<file path="src/rtl/spi_adc_reader.sv">
module spi_adc_reader #(
  parameter int DIV_W     = 12,
  parameter int HALF_MIN  = 16,
  parameter int HALF_MAX  = 3000,
  parameter int SETUP_CYC = 10,
  parameter int DESEL_CYC = 31
) (
  input  logic             clk,
  input  logic             rst,
  input  logic             start,
  input  logic             single_end,
  input  logic             ch_odd,
  input  logic             idle_high,
  input  logic [DIV_W-1:0] half_div,
  output logic             busy,
  output logic             valid,
  output logic [9:0]       result,
  output logic             null_err,
  output logic             cs_n,
  output logic             sclk,
  output logic             mosi,
  input  logic             miso
);
  localparam int WAIT_MAX = (SETUP_CYC > DESEL_CYC) ? SETUP_CYC : DESEL_CYC;
  localparam int WAIT_W   = $clog2(WAIT_MAX + 1);
  localparam logic [DIV_W-1:0]  LO       = DIV_W'(HALF_MIN);
  localparam logic [DIV_W-1:0]  HI       = DIV_W'(HALF_MAX);
  localparam logic [WAIT_W-1:0] SETUP_LAST = WAIT_W'(SETUP_CYC - 1);
  localparam logic [WAIT_W-1:0] DESEL_LAST = WAIT_W'(DESEL_CYC - 1);

  typedef enum logic [1:0] {S_IDLE, S_SETUP, S_XFER, S_GAP} st_t;

  st_t               st;
  logic [WAIT_W-1:0] wcnt;
  logic [DIV_W-1:0]  dcnt;
  logic [DIV_W-1:0]  half_q;
  logic [4:0]        hc;
  logic [15:0]       cmd_q;
  logic [10:0]       rx;
  logic              pol_q;

  wire [DIV_W-1:0] half_eff = (half_div < LO) ? LO : (half_div > HI) ? HI : half_div;
  wire             half_end = (dcnt == half_q - 1'b1);

  assign busy = (st != S_IDLE);
  assign cs_n = !(st == S_SETUP || st == S_XFER);
  assign sclk = (st == S_XFER) ? hc[0] : pol_q;
  assign mosi = (st == S_XFER) ? cmd_q[~hc[4:1]] : 1'b0;

  always_ff @(posedge clk) begin
    if (rst) begin
      st       <= S_IDLE;
      wcnt     <= '0;
      dcnt     <= '0;
      hc       <= '0;
      half_q   <= LO;
      cmd_q    <= '0;
      rx       <= '0;
      pol_q    <= 1'b0;
      valid    <= 1'b0;
      result   <= '0;
      null_err <= 1'b0;
    end else begin
      valid <= 1'b0;
      case (st)
        S_IDLE: if (start) begin
          st     <= S_SETUP;
          wcnt   <= '0;
          half_q <= half_eff;
          pol_q  <= idle_high;
          cmd_q  <= {1'b0, 1'b1, single_end, ch_odd, 1'b1, 3'b000, 8'h00};
        end
        S_SETUP: if (wcnt == SETUP_LAST) begin
          st   <= S_XFER;
          hc   <= '0;
          dcnt <= '0;
        end else begin
          wcnt <= wcnt + 1'b1;
        end
        S_XFER: if (half_end) begin
          dcnt <= '0;
          if (!hc[0]) rx <= {rx[9:0], miso};
          if (hc == 5'd31) begin
            st   <= S_GAP;
            wcnt <= '0;
          end else begin
            hc <= hc + 5'd1;
          end
        end else begin
          dcnt <= dcnt + 1'b1;
        end
        S_GAP: if (wcnt == DESEL_LAST) begin
          st       <= S_IDLE;
          valid    <= 1'b1;
          result   <= rx[9:0];
          null_err <= rx[10];
        end else begin
          wcnt <= wcnt + 1'b1;
        end
        default: st <= S_IDLE;
      endcase
    end
  end

  logic [WAIT_W:0] hi_run;
  logic            sel_seen;
  localparam logic [WAIT_W:0] DESEL_MIN = (WAIT_W+1)'(DESEL_CYC);

  always_ff @(posedge clk) begin
    if (rst) begin
      hi_run   <= '0;
      sel_seen <= 1'b0;
    end else begin
      if (!cs_n) begin
        hi_run   <= '0;
        sel_seen <= 1'b1;
      end else if (!(&hi_run)) begin
        hi_run <= hi_run + 1'b1;
      end
    end
  end


  valid_after_busy_chk: assert property (@(posedge clk) disable iff (rst)
    valid |-> (!busy && $past(busy)));


  desel_gap_chk: assert property (@(posedge clk) disable iff (rst)
    ($fell(cs_n) && sel_seen) |-> (hi_run >= DESEL_MIN));


  mosi_hold_chk: assert property (@(posedge clk) disable iff (rst)
    (!cs_n && sclk && $past(sclk)) |-> $stable(mosi));


  cfg_hold_chk: assert property (@(posedge clk) disable iff (rst)
    (busy && $past(busy)) |-> ($stable(cmd_q) && $stable(half_q) && $stable(pol_q)));


  start_accept_chk: assert property (@(posedge clk) disable iff (rst)
    $rose(busy) |-> $past(start));
endmodule

</file>
<file path="config.mk">
export PLATFORM = sky130hd
export DESIGN_NAME = spi_adc_reader
export DESIGN_NICKNAME = d
export VERILOG_FILES = /design/src/rtl/spi_adc_reader.sv
export SDC_FILE = /design/constraint.sdc
export NUM_CORES = 1
export LEC_CHECK = 0
export ABC_AREA = 1
export BUFFER_PORTS_ARGS = -buffer_cell sky130_fd_sc_hd__buf_2
export CORE_MARGIN = 2
export CORE_UTILIZATION = 45
export CTS_CLUSTER_SIZE = 12
export DETAILED_ROUTE_END_ITERATION = 8
export PLACE_DENSITY = 0.61
export SLEW_MARGIN = 20
export SYNTH_ARGS = -nofsm -noshare
export SYNTH_HDL_FRONTEND = slang
export SYNTH_SLANG_ARGS = --single-unit
</file>
<file path="constraint.sdc">
create_clock -name clk -period 5.8 [get_ports clk]
set_input_delay 1.16 -clock clk [delete_from_list [all_inputs] [get_ports clk]]
set_output_delay 1.16 -clock clk [all_outputs]
set_load 0.1 [all_outputs]
</file>
# Yosys cells after proc, flatten, opt, wreduce, memory -nomap -nowiden
# Cells that the tools add are included.
[word_totals]
regBits = 64
input_bits = 19
out_inout_bits = 16
wordCells = 75
[op_classes]
addsub = 4
magnitude_cmp = 3
n_eq_ne = 15
muxes = 26
bitwise_logic = 3
n_reduce_logical = 13
[op_table]
columns = ["cell", "count"]
rows = [
  ["$mux 12", 4],
  ["$mux 5", 8],
  ["$pmux 12 s2", 1],
  ["$pmux 5 s4", 1],
  ["$add 12x1->12 const B", 1],
  ["$eq 12x12->1", 1],
  ["$gt 12x12->1 const B", 1],
  ["$lt 12x5->1 const B", 1],
  ["$ne 2x2->1 const B", 6],
  ["$sub 12x1->12 const B", 1],
  ["$add 5x1->5 const B", 2],
  ["$eq 5x5->1 const B", 2],
  ["$mux 2", 5],
  ["$pmux 5 s2", 1],
  ["$reduce_and 5->1", 2],
  ["$pmux 2 s4", 1],
  ["$reduce_and 2->1", 3],
  ["$eq 5x4->1 const B", 1],
  ["$lt 4x5->1 const B", 1],
  ["$bmux 1 s4", 1],
  ["$eq 2x2->1 const B", 2],
  ["$mux 1", 4],
  ["$ne 2x1->1 const B", 2],
  ["$not 4->4", 1],
  ["other kinds (9)", 11],
]

# Depth between registers and ports, before layout
[logic_depth]
depth_word = 4
depth_mapped = 16
ltp_nobuf = 16

# Worst setup path before layout
# Ideal clock, no wire load.
[synth_path]
path_type = "flip-flop to output port"
from = "register st[0]"
to = "output port mosi"
t_arrival_ns = 3.083
t_required_ns = 4.640
slack_ns = 1.557
path_stages_with_launch = 6
path_buffers = 1
path_cell_list = "dfxtp_1 -> inv_1 -> ha_1 -> clkbuf_8 -> o2111ai_1 -> a211oi_1"
[synth_between]
elab_chain_cells = 2
[synth_rtl]
columns = ["item", "line", "source"]
rows = [
  ["start: declaration", "33", "st_t st;"],
  ["start signal: assignment", "52", "st <= S_IDLE;"],
  ["start signal: assignment", "67", "st <= S_SETUP;"],
  ["start signal: assignment", "74", "st <= S_XFER;"],
  ["$eq 2x2->1", "48", "assign mosi = (st == S_XFER) ? cmd_q[~hc[4:1]] : 1'b0;"],
  ["$mux 1", "48", ""],
  ["end: declaration", "21", "output logic mosi,"],
]
# No other way between the ends.

# Worst setup path after layout
# Ends and elaborated chain as after synthesis.

==> impl_metrics.yaml <==
timing:
  final.period_utilization_pct: 55.5
  drv_slew: 0
  fmax_ghz: 0.311
  setup_total_negative_slack_ns: 0
  setup_ws_ns: 2.58
  tightestPinTransition_ns: 0.795
  slew_headroom_pct: 46.9
  finalHoldViolCount: 0
  finalSetupViolations: 0
  timing.final.crit_period_ns: 3.22
  finalClockSkew_ns: 0.00784
  rsz0062_at_grt: "no"
worst_setup_path:
  timing.critical_path.max_delay_family: "buffers and inverters"
  r2r-start: "half_q[0]"
  reg2reg_depth: 14
  crit-reg2reg-capture: "rx[1]"
  timing.reg2reg.setup_slack_ns: 3.42
  critical_path.max_stage_delay_ns: 0.46
  critical_path.slowest_cell: "buf_2"
  cp-start-kind: "flop"
  worstPathBufferInverterCount: 2
  worstPathRequired_ns: 4.64
  timing.critical_path.to_type: "output pin"
  top_fanout_value_on_the_critical_path: 11
  arrival_ns: 2.06
  worstSetupPathType: "reg -> out"
  critical_path.cell_chain: "inv_1, ha_1, o2111ai_1, a211oi_1, buf_2"
detailed_routing:
  drtIter0Drc: 144
  detail_route.wl_per_cell_um: 11.7
  drc: 0
  detail_route.first_pass.iterations: 4
  vias: 2983
  postRouteAntennaNets: 0
  routed_wl_um: 7140
  via_per_inst: 4.89
pwr:
  power.static_leakage_nw: 1.60
  power.clock.fraction_pct: 27.2
  power_share_of_the_combinational_group_pct: 39.5
  p_sw_share_pct: 43.5
  irDropWorstVdd_mv: 0.327
  power.internal_w: 0.000891
  share_seq_of_total_power_pct: 33.4
  netSwitchingPower_w: 0.000685
  p_per_area_nw_per_um2: 418
place:
  pre_cts_ws_ns: 2.90
  place.detailed.hpwl_um: 5250
  buffer_ports.inserted: 34
  gpl.final_weighted_congestion: 0.843
die:
  core_area_sq_um: 7210
  rows: 31
  fp.dieArea_sq_um: 8100
  die_outline_width_um: 90
  effective_utilization_at_floorplan_pct: 46.1
  die-height_um: 90
  ios: 35
clock_tree:
  clk_root_buffer_cell: "clkbuf_8"
  cts.path.max_buffers: 2
  clk_pin_slew_ns: 0.08
  cts.repair_timing.setup_buffer_count: 0
  cts_htree_levels: 3
  clock-sinks: 63
  clock_insertion_delay_worst_skew_ns: 0.33
  numCtsBuffers: 9
  cts_tree: "done"
  postCtsHoldBufs: 0
  post_cts_resize_count: 0
global_routing:
  antenna_violations_before_repair: 0
  grt_first_pass_wirelength_um: 12600
  first_global_vias: 2790
  gr-usage-all-layers_pct: 18.8
  pin_count_of_the_biggest_net_entering_global_routing: 31
  grt_remaining_overflow: 0
cells_and_area:
  layout-drive-gt1-share_pct: 14.3
  insertedDiodeCount: 0
  fillers: 731
  final_net_count: 537
  multi_input_area_sq_um: 1750
  seq_area_sq_um: 1260
  fin_util_pct: 52.2
  area_growth_syn_to_layout_pct: 13.2
synthesis:
  synthesis.nets: 505
  synth_warnings: 0
  synthDominantCellAreaShare_pct: 37.9
  synth.largest_area_cell: "dfxtp_1"
  count_of_flip_flops_with_a_built_in_enable_after_synthesis: 0
  postSynth.topFlopCell: "dfxtp_1"
  synth-seq-cells: 63
  avgSynthCellArea_sq_um: 7.02
  sequential_to_total_area_share_from_yosys_stat_pct: 37.9
  yosysUniqueCellTypes: 38
  area_contributors_post_synth: "dfxtp_1, nand2_1, a21oi_1, nor2_1, inv_1"
  synth_top_cells_by_count: "nand2_1, nor2_1, dfxtp_1"
  synth_most_common_cell: "nand2_1"
  ys_async_sr_fraction_pct: 0
  post_synth_inst_count: 474
  post_synth_instance_area_sq_um: 3330
run_status:
  run_status: "finished, final reports clean"
hold_path:
  hold_start: "rx[1]"
  worst_hold_path.num_cells: 2
  timing.hold.worst_endpoint: "rx[2]"
  class_of_the_worst_hold_path: "reg -> reg"
flow_run:
  max_cap_viol_count: 0
[power groups by stage]
stage	Sequential, W	Clock, W	Combinational (W)
5_1_grt	0.000532	0.000464	0.000707
2_1_floorplan	0.000521	0	0.000530
3_5_place_dp	0.000536	0	0.000621
4_1_cts	0.000525	0.000442	0.000624
3_3_place_gp	0.000535	0	0.000615
6_report	0.000526	0.000428	0.000622
[final cells by class]
cell class / instances / area share, %
multi-input cells: 335 / 46.4
well taps: 99 / 3.29
clock inverters: 7 / 2.66
inverters: 62 / 6.18
repair buffers: 35 / 4.72
flip-flops and latches: 63 / 33.5
clock buffers: 9 / 3.29
[state kept, by name, indices dropped and copies added (netlist names)]
register / cells
rx: 11
dcnt: 12
null_err: 1
wcnt: 5
cmd_q: 3
hc: 5
half_q: 12
valid: 1
st: 2
result: 10
pol_q: 1
[how the worst max path moves through the flow]
stage / startpoint / endpoint / slack (ns) / cells after the start
after floorplan: st[0] / mosi / 1.56 / 5
after global placement: st[0] / mosi / 2.96 / 5
after detailed placement: st[0] / mosi / 2.90 / 5
after CTS: st[0] / mosi / 2.53 / 5
after global routing: st[0] / mosi / 2.36 / 5
final: st[0] / mosi / 2.58 / 5
[metal layers]
metal	up-vias	track usage, %	part of all wire, %
met4	0	4.62	0.56
met5	-	0	0
li1	1599	-	-
met2	56	31.3	46
met3	2	4.95	3.6
met1	1326	24.5	50
[per-stage QoR]
stage | cell area [sq um] | total power, W | instances | hold slack, ns
2_1_floorplan | 3330 | 0.00105 | 474 | 0.441
3_3_place_gp | 3540 | 0.00115 | 594 | 0.461
3_5_place_dp | 3540 | 0.00116 | 594 | 0.464
4_1_cts | 3770 | 0.00159 | 610 | 0.476
5_1_grt | 3770 | 0.00170 | 610 | 0.484
6_report | 3770 | 0.00158 | 610 | 0.469
[worst reg2reg max path: stages, from the launching register on]
cell	delay [ns]
dfxtp_1	0.38
inv_1	0.10
ha_1	0.31
inv_1	0.04
nand2_1	0.05
nand2_1	0.04
nor2_1	0.15
nand2_1	0.07
nor2_1	0.08
nand3_1	0.13
nor2_4	0.13
nand3_4	0.13
nor2_4	0.37
o21ai_0	0.15
a21oi_1	0.17
[cell families (layout without fill, tap and decap cells)]
kind of cell               count (synthesis)  after routing  synth area share, %
AOI/OAI and AO/OA                         87             87                 13.5
xor gates and xnor gates                  14             14                 3.68
adders and majority gates                 12             12                 4.51
buffers and inverters                     76            113                 9.59
DFF                                       63             63                 37.9
and+or+nand+nor                          222            222                 30.8
[placed cells by master (no fill, tap or decap), drive strengths merged, types with 12 or more instances in the layout]
cell type  count
a21oi         50
buf           35
dfxtp         63
ha            12
inv           65
nand2         95
nand3         27
nand4         13
nor2          72
o21ai         31
Note: power is estimated with default switching activity, not from simulation.
